File: src/rtl/icache_pkg.sv
package icache_pkg;
  parameter int unsigned LINES  = 4;
  parameter int unsigned WORDS  = 8;
  parameter int unsigned PC_W   = 16;
  parameter int unsigned WORD_W = 32;

  localparam int unsigned IDX_W = $clog2(LINES);
  localparam int unsigned OFS_W = $clog2(WORDS);
  localparam int unsigned TAG_W = PC_W - OFS_W;

  typedef logic [TAG_W-1:0]  tag_t;
  typedef logic [IDX_W-1:0]  idx_t;
  typedef logic [OFS_W-1:0]  ofs_t;
  typedef logic [WORD_W-1:0] word_t;
  typedef idx_t [LINES-1:0]  age_vec_t;

  // Mark line l as just used: every line younger than it ages by one.
  function automatic age_vec_t age_touch(age_vec_t a, idx_t l);
    age_vec_t r;
    r = a;
    for (int i = 0; i < LINES; i++) begin
      if (a[i] < a[l]) r[i] = a[i] + 1'b1;
    end
    r[l] = '0;
    return r;
  endfunction

  // Replacement choice: first invalid line, else the oldest valid line.
  // One line may be excluded from the choice.
  function automatic idx_t pick_victim(logic [LINES-1:0] vld, age_vec_t a,
                                       logic excl, idx_t ex);
    idx_t best;
    idx_t best_age;
    logic got_inv;
    logic got_any;
    best     = '0;
    best_age = '0;
    got_inv  = 1'b0;
    got_any  = 1'b0;
    for (int i = 0; i < LINES; i++) begin
      if (!(excl && (idx_t'(i) == ex))) begin
        if (!vld[i]) begin
          if (!got_inv) begin
            best    = idx_t'(i);
            got_inv = 1'b1;
          end
        end else if (!got_inv && (!got_any || a[i] > best_age)) begin
          best     = idx_t'(i);
          best_age = a[i];
          got_any  = 1'b1;
        end
      end
    end
    return best;
  endfunction
endpackage

File: src/rtl/icache_lookup.sv
module icache_lookup
  import icache_pkg::*;
#(
  parameter bit DIRECT = 1'b0
) (
  input  logic [LINES-1:0] valid,
  input  tag_t [LINES-1:0] tags,
  input  tag_t             probe,
  output logic             hit,
  output idx_t             idx
);
  generate
    if (DIRECT) begin : g_direct
      always_comb begin
        idx = probe[IDX_W-1:0];
        hit = valid[idx] && (tags[idx] == probe);
      end
    end else begin : g_assoc
      logic [LINES-1:0] match;
      for (genvar i = 0; i < LINES; i++) begin : g_cmp
        assign match[i] = valid[i] && (tags[i] == probe);
      end
      always_comb begin
        hit = |match;
        idx = '0;
        for (int i = 0; i < LINES; i++) begin
          if (match[i]) idx = idx_t'(i);
        end
      end
    end
  endgenerate
endmodule

File: src/rtl/icache_lru.sv
module icache_lru
  import icache_pkg::*;
(
  input  logic     clk,
  input  logic     rst_n,
  input  logic     touch_a,
  input  idx_t     line_a,
  input  logic     touch_b,
  input  idx_t     line_b,
  output age_vec_t ages
);
  age_vec_t ages_q;
  age_vec_t step_a;
  age_vec_t step_b;

  always_comb begin
    step_a = touch_a ? age_touch(ages_q, line_a) : ages_q;
    step_b = touch_b ? age_touch(step_a, line_b) : step_a;
  end

  always_ff @(posedge clk or negedge rst_n) begin
    if (!rst_n) begin
      for (int i = 0; i < LINES; i++) ages_q[i] <= idx_t'(i);
    end else begin
      ages_q <= step_b;
    end
  end

  assign ages = ages_q;

  logic [LINES-1:0] seen;
  always_comb begin
    seen = '0;
    for (int i = 0; i < LINES; i++) seen[ages_q[i]] = 1'b1;
  end

  // ages stay a permutation, so exactly one line is the oldest
  assert_age_permutation_R5: assert property (@(posedge clk) disable iff (!rst_n)
    $countones(seen) == LINES);
endmodule

File: src/rtl/icache_fill.sv
module icache_fill
  import icache_pkg::*;
(
  input  logic            clk,
  input  logic            rst_n,
  input  logic            flush,
  input  logic            abort,
  input  logic            start,
  input  tag_t            start_tag,
  input  idx_t            start_line,
  input  logic            mem_gnt,
  output logic            mem_req,
  output logic [PC_W-1:0] mem_addr,
  output logic            busy,
  output tag_t            fill_tag,
  output idx_t            fill_line,
  output logic            wr_en,
  output ofs_t            wr_ofs,
  output logic            done
);
  localparam ofs_t LAST = ofs_t'(WORDS - 1);

  logic busy_q;
  ofs_t cnt_q;
  tag_t tag_q;
  idx_t line_q;

  always_ff @(posedge clk or negedge rst_n) begin
    if (!rst_n) begin
      busy_q <= 1'b0;
      cnt_q  <= '0;
      tag_q  <= '0;
      line_q <= '0;
    end else if (flush || abort) begin
      busy_q <= 1'b0;
    end else if (!busy_q && start) begin
      busy_q <= 1'b1;
      cnt_q  <= '0;
      tag_q  <= start_tag;
      line_q <= start_line;
    end else if (busy_q && mem_gnt) begin
      cnt_q <= cnt_q + 1'b1;
      if (cnt_q == LAST) busy_q <= 1'b0;
    end
  end

  assign busy      = busy_q;
  assign mem_req   = busy_q;
  assign mem_addr  = {tag_q, {OFS_W{1'b0}}};
  assign fill_tag  = tag_q;
  assign fill_line = line_q;
  assign wr_en     = busy_q && mem_gnt && !flush && !abort;
  assign wr_ofs    = cnt_q;
  assign done      = wr_en && (cnt_q == LAST);

  // the line address does not move while the request is up
  assert_addr_stable_R3: assert property (@(posedge clk) disable iff (!rst_n)
    mem_req && $past(mem_req) |-> $stable(mem_addr));

  // the request drops right after the last word is taken
  assert_req_drops_R4: assert property (@(posedge clk) disable iff (!rst_n)
    done |=> !mem_req);

  // a flush ends any refill at the next edge
  assert_flush_stops_R10: assert property (@(posedge clk) disable iff (!rst_n)
    flush |=> !mem_req);
endmodule

File: src/rtl/icache_lru4.sv
module icache_lru4
  import icache_pkg::*;
#(
  parameter bit DIRECT_MAP  = 1'b0,
  parameter bit PREFETCH_EN = 1'b0
) (
  input  logic              clk,
  input  logic              rst_n,
  input  logic              flush,
  input  logic              fetch_req,
  input  logic [PC_W-1:0]   fetch_pc,
  output logic              stall,
  output logic [WORD_W-1:0] fetch_word,
  output logic              mem_req,
  output logic [PC_W-1:0]   mem_addr,
  input  logic              mem_gnt,
  input  logic [WORD_W-1:0] mem_data
);
  logic [LINES-1:0] valid_q;
  tag_t [LINES-1:0] tags_q;
  word_t            data_q [LINES][WORDS];

  tag_t pc_tag;
  tag_t next_tag;
  ofs_t pc_ofs;
  logic hit_d;
  idx_t idx_d;
  logic hit_n;
  idx_t idx_n;

  assign pc_tag   = fetch_pc[PC_W-1:OFS_W];
  assign pc_ofs   = fetch_pc[OFS_W-1:0];
  assign next_tag = tag_t'(pc_tag + 1'b1);

  icache_lookup #(.DIRECT(DIRECT_MAP)) u_look_cur (
    .valid(valid_q), .tags(tags_q), .probe(pc_tag), .hit(hit_d), .idx(idx_d));

  icache_lookup #(.DIRECT(DIRECT_MAP)) u_look_next (
    .valid(valid_q), .tags(tags_q), .probe(next_tag), .hit(hit_n), .idx(idx_n));

  logic     busy;
  tag_t     fill_tag;
  idx_t     fill_line;
  logic     wr_en;
  ofs_t     wr_ofs;
  logic     done;
  logic     miss;
  logic     abort;
  logic     dem_start;
  logic     pf_start;
  logic     start;
  tag_t     start_tag;
  idx_t     victim;
  age_vec_t ages;

  always_comb begin
    miss      = fetch_req && !hit_d;
    abort     = busy && miss && (fill_tag != pc_tag);
    dem_start = !flush && !busy && miss;
    pf_start  = PREFETCH_EN && !flush && !busy && fetch_req && hit_d && !hit_n;
    start     = dem_start || pf_start;
    start_tag = dem_start ? pc_tag : next_tag;
    if (DIRECT_MAP) victim = start_tag[IDX_W-1:0];
    else            victim = pick_victim(valid_q, ages, pf_start, idx_d);
  end

  icache_fill u_fill (
    .clk(clk), .rst_n(rst_n), .flush(flush), .abort(abort),
    .start(start), .start_tag(start_tag), .start_line(victim),
    .mem_gnt(mem_gnt), .mem_req(mem_req), .mem_addr(mem_addr),
    .busy(busy), .fill_tag(fill_tag), .fill_line(fill_line),
    .wr_en(wr_en), .wr_ofs(wr_ofs), .done(done));

  icache_lru u_lru (
    .clk(clk), .rst_n(rst_n),
    .touch_a(done), .line_a(fill_line),
    .touch_b(fetch_req && hit_d), .line_b(idx_d),
    .ages(ages));

  always_ff @(posedge clk or negedge rst_n) begin
    if (!rst_n) begin
      valid_q <= '0;
      tags_q  <= '0;
    end else if (flush) begin
      valid_q <= '0;
    end else begin
      if (start) valid_q[victim] <= 1'b0;
      if (done) begin
        valid_q[fill_line] <= 1'b1;
        tags_q[fill_line]  <= fill_tag;
      end
    end
  end

  always_ff @(posedge clk) begin
    if (wr_en) data_q[fill_line][wr_ofs] <= mem_data;
  end

  assign stall      = miss;
  assign fetch_word = data_q[idx_d][pc_ofs];

  // flush leaves no valid line behind
  assert_flush_clears_R10: assert property (@(posedge clk) disable iff (!rst_n)
    flush |=> valid_q == '0);

  // a prefetch never targets the line being executed
  assert_pf_keeps_current_R8: assert property (@(posedge clk) disable iff (!rst_n)
    pf_start |-> victim != idx_d);

  // current and next line, both resident, sit in different lines
  assert_next_distinct_R6: assert property (@(posedge clk) disable iff (!rst_n)
    fetch_req && hit_d && hit_n |-> idx_n != idx_d);

  // a line is never valid while it is being refilled
  assert_fill_line_invalid_R4: assert property (@(posedge clk) disable iff (!rst_n)
    busy |-> !valid_q[fill_line]);

  generate
    for (genvar i = 0; i < LINES; i++) begin : g_uniq
      for (genvar j = i + 1; j < LINES; j++) begin : g_pair
        // no tag is resident twice
        assert_unique_tags_R6: assert property (@(posedge clk) disable iff (!rst_n)
          valid_q[i] && valid_q[j] |-> tags_q[i] != tags_q[j]);
      end
    end
  endgenerate
endmodule

File: config.mk
export PLATFORM = sky130hd
export DESIGN_NAME = icache_lru4
export DESIGN_NICKNAME = d
export VERILOG_FILES = /design/src/rtl/icache_pkg.sv /design/src/rtl/icache_lookup.sv /design/src/rtl/icache_lru.sv /design/src/rtl/icache_fill.sv /design/src/rtl/icache_lru4.sv
export SDC_FILE = /design/constraint.sdc
export NUM_CORES = 1
export LEC_CHECK = 0
export BUFFER_PORTS_ARGS = -buffer_cell sky130_fd_sc_hd__buf_4
export CAP_MARGIN = 20
export CORE_UTILIZATION = 55
export CTS_CLUSTER_DIAMETER = 120
export DETAILED_ROUTE_END_ITERATION = 16
export PLACE_DENSITY = 0.75
export SKIP_CTS_REPAIR_TIMING = 1
export SYNTH_ARGS = -nofsm -noshare
export SYNTH_HDL_FRONTEND = slang
export SYNTH_SLANG_ARGS = --single-unit
export TNS_END_PERCENT = 100
File: constraint.sdc
create_clock -name clk -period 5 [get_ports clk]
set_input_delay 0.5 -clock clk [delete_from_list [all_inputs] [get_ports clk]]
set_output_delay 0.5 -clock clk [all_outputs]
set_load 0.02 [all_outputs]
==> metrics.txt, run 1 <==
Root Buffer clkbuf_16; number of global-route vias before repair 27000; Vias/cell 6.59; # setup viols final 0; worst path buffer plus inverter count 2; Final GP Congestion 0.879; Layout area overhead 13.8%; clk sinks 1107; synthesized area 43700 µm²; Setup WS pre-CTS 0.446 ns; family with the most delay on the worst path simple AND/OR/NAND/NOR gates; Die H 284 µm; Req. time, crit path 4.50 ns; post-synthesis simple-gate area fraction 5.93%; Tot Pwr 18800 µW; DRT iter0 DRCs 3501; PwrDens 379 nW/µm²; pin count of the biggest net entering global routing 107; slowest CP cell or4_2; multiplexer area fraction after synthesis 1.95%; setup TNS 0 ns; Max Fanout on Critical Path 19; #FFs+latches synth 1107; Post-synth EDFFs 1024; total number of yosys warnings 0; CTS Buf Count 106; Distinct cells, synth 63; num rows 102; Worst-Margin Slew 1.00 ns; leak pwr 0.0170 µW; post-route ant nets 0; clk buf depth 3; Syn Area/Cell 15.3 µm²; fmax 209 MHz; first-pass GRT wire length 169 mm; vias 27000; drt drc 0; layout cells sized above 1 14.8%; Hold Vio Cnt, Final 0; number of I/O pins 103; Die Wd 284 µm; Syn Inst Count 2849; Clock transition at path regs 0.06 ns; slowest stage delay, CP 1.08 ns; largest family of logic cells by synthesized area compound AO/OA/AOI/OAI gates; H-tree levels 3; CORE AREA 78000 µm²; Startpoint Class flop; worst path cell trace xnor2_1 > nand4_1 > or4_2 > buf_4 > o21ai_0 > a221o_1 > o22ai_1 > nor3_1 > a21oi_1 > nand3_1 > buf_4; DR pass1 iterations 6; die footprint 80500 µm²; Worst Clk Skew 0.0348 ns; RSZ-0062 raised after global routing no; peak supply drop 0.319 mV; Top cell by count, worst path buf_4; Setup crit end kind output pin; final worst path period share 95.5%; Total GRT Usage 28.2%; initial antenna violation count 6; WL/cell 27.7 µm; sequential share of the synthesized area 75.2%; total length of routed wires 114 mm; Synth Area in Adders 0.459%; Post-synth ARST share 7.50%; Post-synth top flop edfxtp_1; Final Max Slew Viols 0; clock latency on the worst-skew pair 0.69 ns; relative slew slack 33.0%; Final #Nets 3032; I/O Buffers 99; final setup margin 0.224 ns; gr ovfl total 0; critical path class flop to output pin; CP Data Arrival Time 4.28 ns; Compound-Gate Fraction of Synth Area 12.5%; status complete, no violations; Initial Util 56.0%; CTS tree built; XOR/XNOR share of the synthesized area 1.45%; post-layout min period 4.78 ns; hpwl dp 60.2 mm; Max Cap Viol 0; worst hold path class input port to flop
==> path summary, 6_finish.rpt <==
| kind | startpoint | to | slack, ns | cells past startpoint |
|---|---|---|---|---|
| setup reg to reg | u_lru.ages[2] | valid_q[2] | 0.44 | 20 |
| hold reg to reg | tags_q[6] | tags_q[6] | 0.53 | 1 |
| setup / recovery | tags_q[44] | fetch_word[10] | 0.22 | 11 |
| min in group asynchronous | rst_n | u_fill.fill_tag[3] | 0.35 | 2 |
| hold / removal | flush | valid_q[3] | 0.05 | 2 |
| max in group asynchronous | rst_n | u_lru.ages[2] | 3.98 | 3 |
==> layout make-up <==
cell class | count | area [µm²]
clock inverters | 70 | 614
fillers | 5355 | 28300
clock buffers | 127 | 2750
multi-input cells | 1487 | 10000
diodes | 4 | 10.0
repair buffers | 175 | 1790
flip-flops and latches | 1107 | 32800
well taps | 1040 | 1300
inverters | 86 | 323
==> cell families (layout without fill, tap and decap cells) <==
| kind of cell | Yosys count | in the layout |
|---|---|---|
| adder cells (fa/ha/maj) | 16 | 16 |
| AO/OA/AOI/OAI | 751 | 751 |
| buffers and inverters | 257 | 458 |
| flip-flops | 1107 | 1107 |
| multiplexers | 75 | 75 |
| other | 1 | 7 |
| XOR/XNOR | 67 | 67 |
| AND/OR/NAND/NOR | 575 | 575 |
==> synth_stat cells (5+ instances only) <==
master | n | share of area, %
a211o_1 | 5 | 0.10
a21o_1 | 71 | 1.2
a21oi_1 | 166 | 1.9
a221o_1 | 197 | 4.5
a221oi_1 | 59 | 1.2
buf_1 | 19 | 0.16
buf_2 | 27 | 0.31
buf_4 | 5 | 0.086
buf_6 | 9 | 0.23
clkbuf_1 | 111 | 0.95
dfrtp_1 | 79 | 4.5
edfxtp_1 | 1024 | 70
ha_1 | 16 | 0.46
inv_1 | 86 | 0.74
mux2_2 | 70 | 1.8
nand2_1 | 283 | 2.4
nand2b_1 | 5 | 0.072
nand3_1 | 37 | 0.42
nand4_1 | 28 | 0.40
nor2_1 | 93 | 0.80
nor2b_1 | 7 | 0.10
nor3_1 | 45 | 0.52
o21ai_0 | 82 | 0.94
o22ai_1 | 130 | 1.9
o31ai_1 | 5 | 0.086
or3_1 | 53 | 0.76
xnor2_1 | 58 | 1.2
xnor2_2 | 6 | 0.22
==> registers in the layout (all words and copies together), names as in the netlist <==
register / flops
data_q: 1024
tags_q: 52
u_fill.busy: 1
u_fill.fill_line: 2
u_fill.fill_tag: 13
u_fill.wr_ofs: 3
u_lru.ages: 8
valid_q: 4
==> per-stage QoR <==
stage	hold WS (ns)	instance area [µm²]	util [%]	instances
2_1_floorplan	0.204	43700	-	2851
3_3_place_gp	0.511	46300	59.3	3893
3_5_place_dp	0.521	46300	59.3	3893
4_1_cts	0.0159	49600	63.6	4090
5_1_grt	0.0418	49700	63.7	4096
6_report	0.0495	49700	63.7	4096
==> metal layers <==
metal | routed length (µm) | GRT usage (%) | up-vias | part of all wire (%)
li1 | - | - | 11500 | -
met1 | 42700 | 38.5 | 13500 | 38
met2 | 55100 | 45.7 | 1713 | 49
met3 | 11500 | 4.36 | 287 | 10
met4 | 4300 | 11.2 | 2 | 3.8
met5 | 13 | 0 | - | 0.011
==> where the power goes <==
group          total, µW  internal, µW  leakage (µW)  switching [µW]
combinational        867           313       0.00506             554
clock               7750          4350       0.00164            3400
sequential         10200         10200        0.0103            70.7
total              18800         14800        0.0170            4020
==> placed cells by master (no fill, tap or decap), types with 28 or more instances in the layout <==
cell / count
inv_1: 86
mux2_2: 70
nand2_1: 283
buf_12: 37
o21ai_0: 82
a221oi_1: 59
clkinv_1: 32
clkbuf_16: 107
xnor2_1: 58
nor3_1: 41
nand3_1: 37
edfxtp_1: 1024
a21oi_1: 166
a221o_1: 197
dfrtp_1: 78
nor2_4: 29
buf_4: 136
nor2_1: 62
o22ai_1: 130
or3_1: 53
nand4_1: 28
a21o_1: 71
Note: power is estimated with default switching activity, not from simulation.
==> run 2: changes to the inputs <==
--- a/config.mk
+++ b/config.mk
@@ -5,12 +5,12 @@
 export SDC_FILE = /design/constraint.sdc
 export NUM_CORES = 1
 export LEC_CHECK = 0
-export BUFFER_PORTS_ARGS = -buffer_cell sky130_fd_sc_hd__buf_4
 export CAP_MARGIN = 20
 export CORE_UTILIZATION = 55
 export CTS_CLUSTER_DIAMETER = 120
 export DETAILED_ROUTE_END_ITERATION = 16
-export PLACE_DENSITY = 0.75
+export DONT_BUFFER_PORTS = 1
+export PLACE_DENSITY = 0.74
 export SKIP_CTS_REPAIR_TIMING = 1
 export SYNTH_ARGS = -nofsm -noshare
 export SYNTH_HDL_FRONTEND = slang
==> metrics.txt, run 2 (synthesis gave the netlist of run 1 again) <==
peak supply drop 0.325 mV (was 0.319 mV); WHS -0.000929 ns (was 0.0495 ns); CP Data Arrival Time 4.38 ns (was 4.28 ns); Final GP Congestion 0.857 (was 0.879); H-tree levels 3 (unchanged); Die Wd 284 µm (unchanged); Setup crit end kind output pin (unchanged); clk buf depth 3 (unchanged); num rows 102 (unchanged); gr ovfl total 0 (unchanged); initial antenna violation count 4 (was 6); fin area 49600 µm² (was 49700 µm²); leak pwr 0.0169 µW (was 0.0170 µW); Worst-Margin Slew 1.15 ns (was 1.00 ns); Cells after DPL 3792 (was 3893); Startpoint Class flop (unchanged); leading cell types in the layout, fill and taps excluded edfxtp_1, nand2_1, a221o_1 (unchanged); RSZ-0062 raised after global routing no (unchanged); clk sinks 1107 (unchanged); Largest register FFs 1024 (unchanged); relative slew slack 23.2% (was 33.0%); placed cell area 45400 µm² (was 46300 µm²); fill count 5267 (was 5355); first-pass GRT wire length 164 mm (was 169 mm); post-route ant nets 0 (unchanged); post-layout min period 4.88 ns (was 4.78 ns); layout cells sized above 1 12.5% (was 14.8%); DRT iter0 DRCs 3174 (was 3501); Req. time, crit path 4.50 ns (about the same); Root Buffer clkbuf_16 (unchanged); Setup WS pre-CTS 0.483 ns (was 0.446 ns); vias 26400 (was 27000); final setup margin 0.115 ns (was 0.224 ns); Hold Vio Cnt, Final 2 (was 0); CORE AREA 78000 µm² (unchanged); Clock transition at path regs 0.06 ns (about the same); PwrDens 388 nW/µm² (was 379 nW/µm²); worst hold path class input port to flop (unchanged); Max Cap Viol 0 (unchanged); Post-Layout Cell Count 4036 (was 4096); Final #Nets 2973 (was 3032); Total GRT Usage 27.3% (was 28.2%); number of I/O pins 103 (unchanged); pin count of the biggest net entering global routing 257 (was 107); final core utilization 63.6% (was 63.7%); Layout area overhead 13.5% (was 13.8%); final worst path period share 97.7% (was 95.5%); number of global-route vias before repair 26300 (was 27000); Die H 284 µm (unchanged); die footprint 80500 µm² (unchanged); drt drc 0 (unchanged); Initial Util 56.0% (unchanged); CTS tree built (unchanged); WL/cell 27.6 µm (was 27.7 µm); DR pass1 iterations 6 (unchanged); setup TNS 0 ns (unchanged); Worst Clk Skew 0.0544 ns (was 0.0348 ns); status complete, but fails checks (was complete, no violations); # setup viols final 0 (unchanged); total length of routed wires 111 mm (was 114 mm); critical path class flop to output pin (unchanged); Final Max Slew Viols 0 (unchanged); Vias/cell 6.54 (was 6.59); I/O Buffers 0 (was 99); failing checks hold timing; fmax 205 MHz (was 209 MHz); clock latency on the worst-skew pair 0.70 ns (was 0.69 ns); most common cell after layout, fill and taps aside edfxtp_1 (unchanged); Most flops, register data_q (unchanged); hpwl dp 58.9 mm (was 60.2 mm); Max Fanout on Critical Path 79 (was 19); CTS Buf Count 105 (was 106)
-- run 2: cell types whose count changed in the layout (fill, tap and decap cells not counted), sizes merged --
cell,previous run,this run
bufinv,8,15
clkinvlp,4,2
diode,4,2
clkinv,53,49
buf,173,84
clkbuf,128,129
dlygate4sd3,1,33
inv,91,88
-- run 2: worst paths after layout --
check	startpoint	end	depth (start not counted)	slack, ns
setup / recovery	tags_q[23]	fetch_word[15]	10	0.12
hold / removal	fetch_pc[14]	u_fill.fill_tag[11]	1	-0.0009
setup reg to reg	u_lru.ages[2]	valid_q[2]	19	0.43
hold reg to reg	tags_q[13]	tags_q[13]	1	0.53
max in group asynchronous	rst_n	tags_q[39]	2	4.17
min in group asynchronous	rst_n	u_fill.wr_ofs[1]	2	0.45
-- run 2: per-stage QoR --
step	hold WS [ns]	total power, µW
final	-0.000929	19200
after global placement	0.206	11000
after detailed placement	0.206	11000
after CTS	-0.501	19100
after global routing	0.0000636	19700
after floorplan	0.204	10900
-- run 2: report_power, final --
group	switching, µW	leakage (µW)	internal (µW)
combinational	455	0.00478	259
sequential	102	0.0103	10200
clock	3470	0.00176	4770
-- run 2: cell type report --
| class | instances | area, µm² | share of cell area [%] |
|---|---|---|---|
| clock buffer | 129 | 2800 | 5.65 |
| tap | 1040 | 1300 | 2.63 |
| sequential | 1107 | 32800 | 66.2 |
| timing repair buffer | 117 | 1430 | 2.89 |
| clock inverter | 68 | 813 | 1.64 |
| inverter | 86 | 323 | 0.651 |
| antenna | 2 | 5.00 | 0.0101 |
| multi-input combinational | 1487 | 10100 | 20.3 |
-- run 2: layer usage --
metal	GRT usage [%]	vias up	share of wire, %
li1	-	11400	-
met1	35.4	13300	37
met2	44.9	1461	49
met3	6.15	271	10
met4	10.9	4	3.7
met5	0	-	0.022
-- run 2: critical path, stage by stage, from the launching register on --
cell and delay (ns):
dfrtp_1 0.42, xnor2_1 0.25, nand4_1 0.13, nor4_1 0.50
nor3b_2 0.49, buf_12 0.26, buf_12 0.36, a221o_1 0.25
a21oi_1 0.08, o311ai_1 0.67, buf_4 0.26
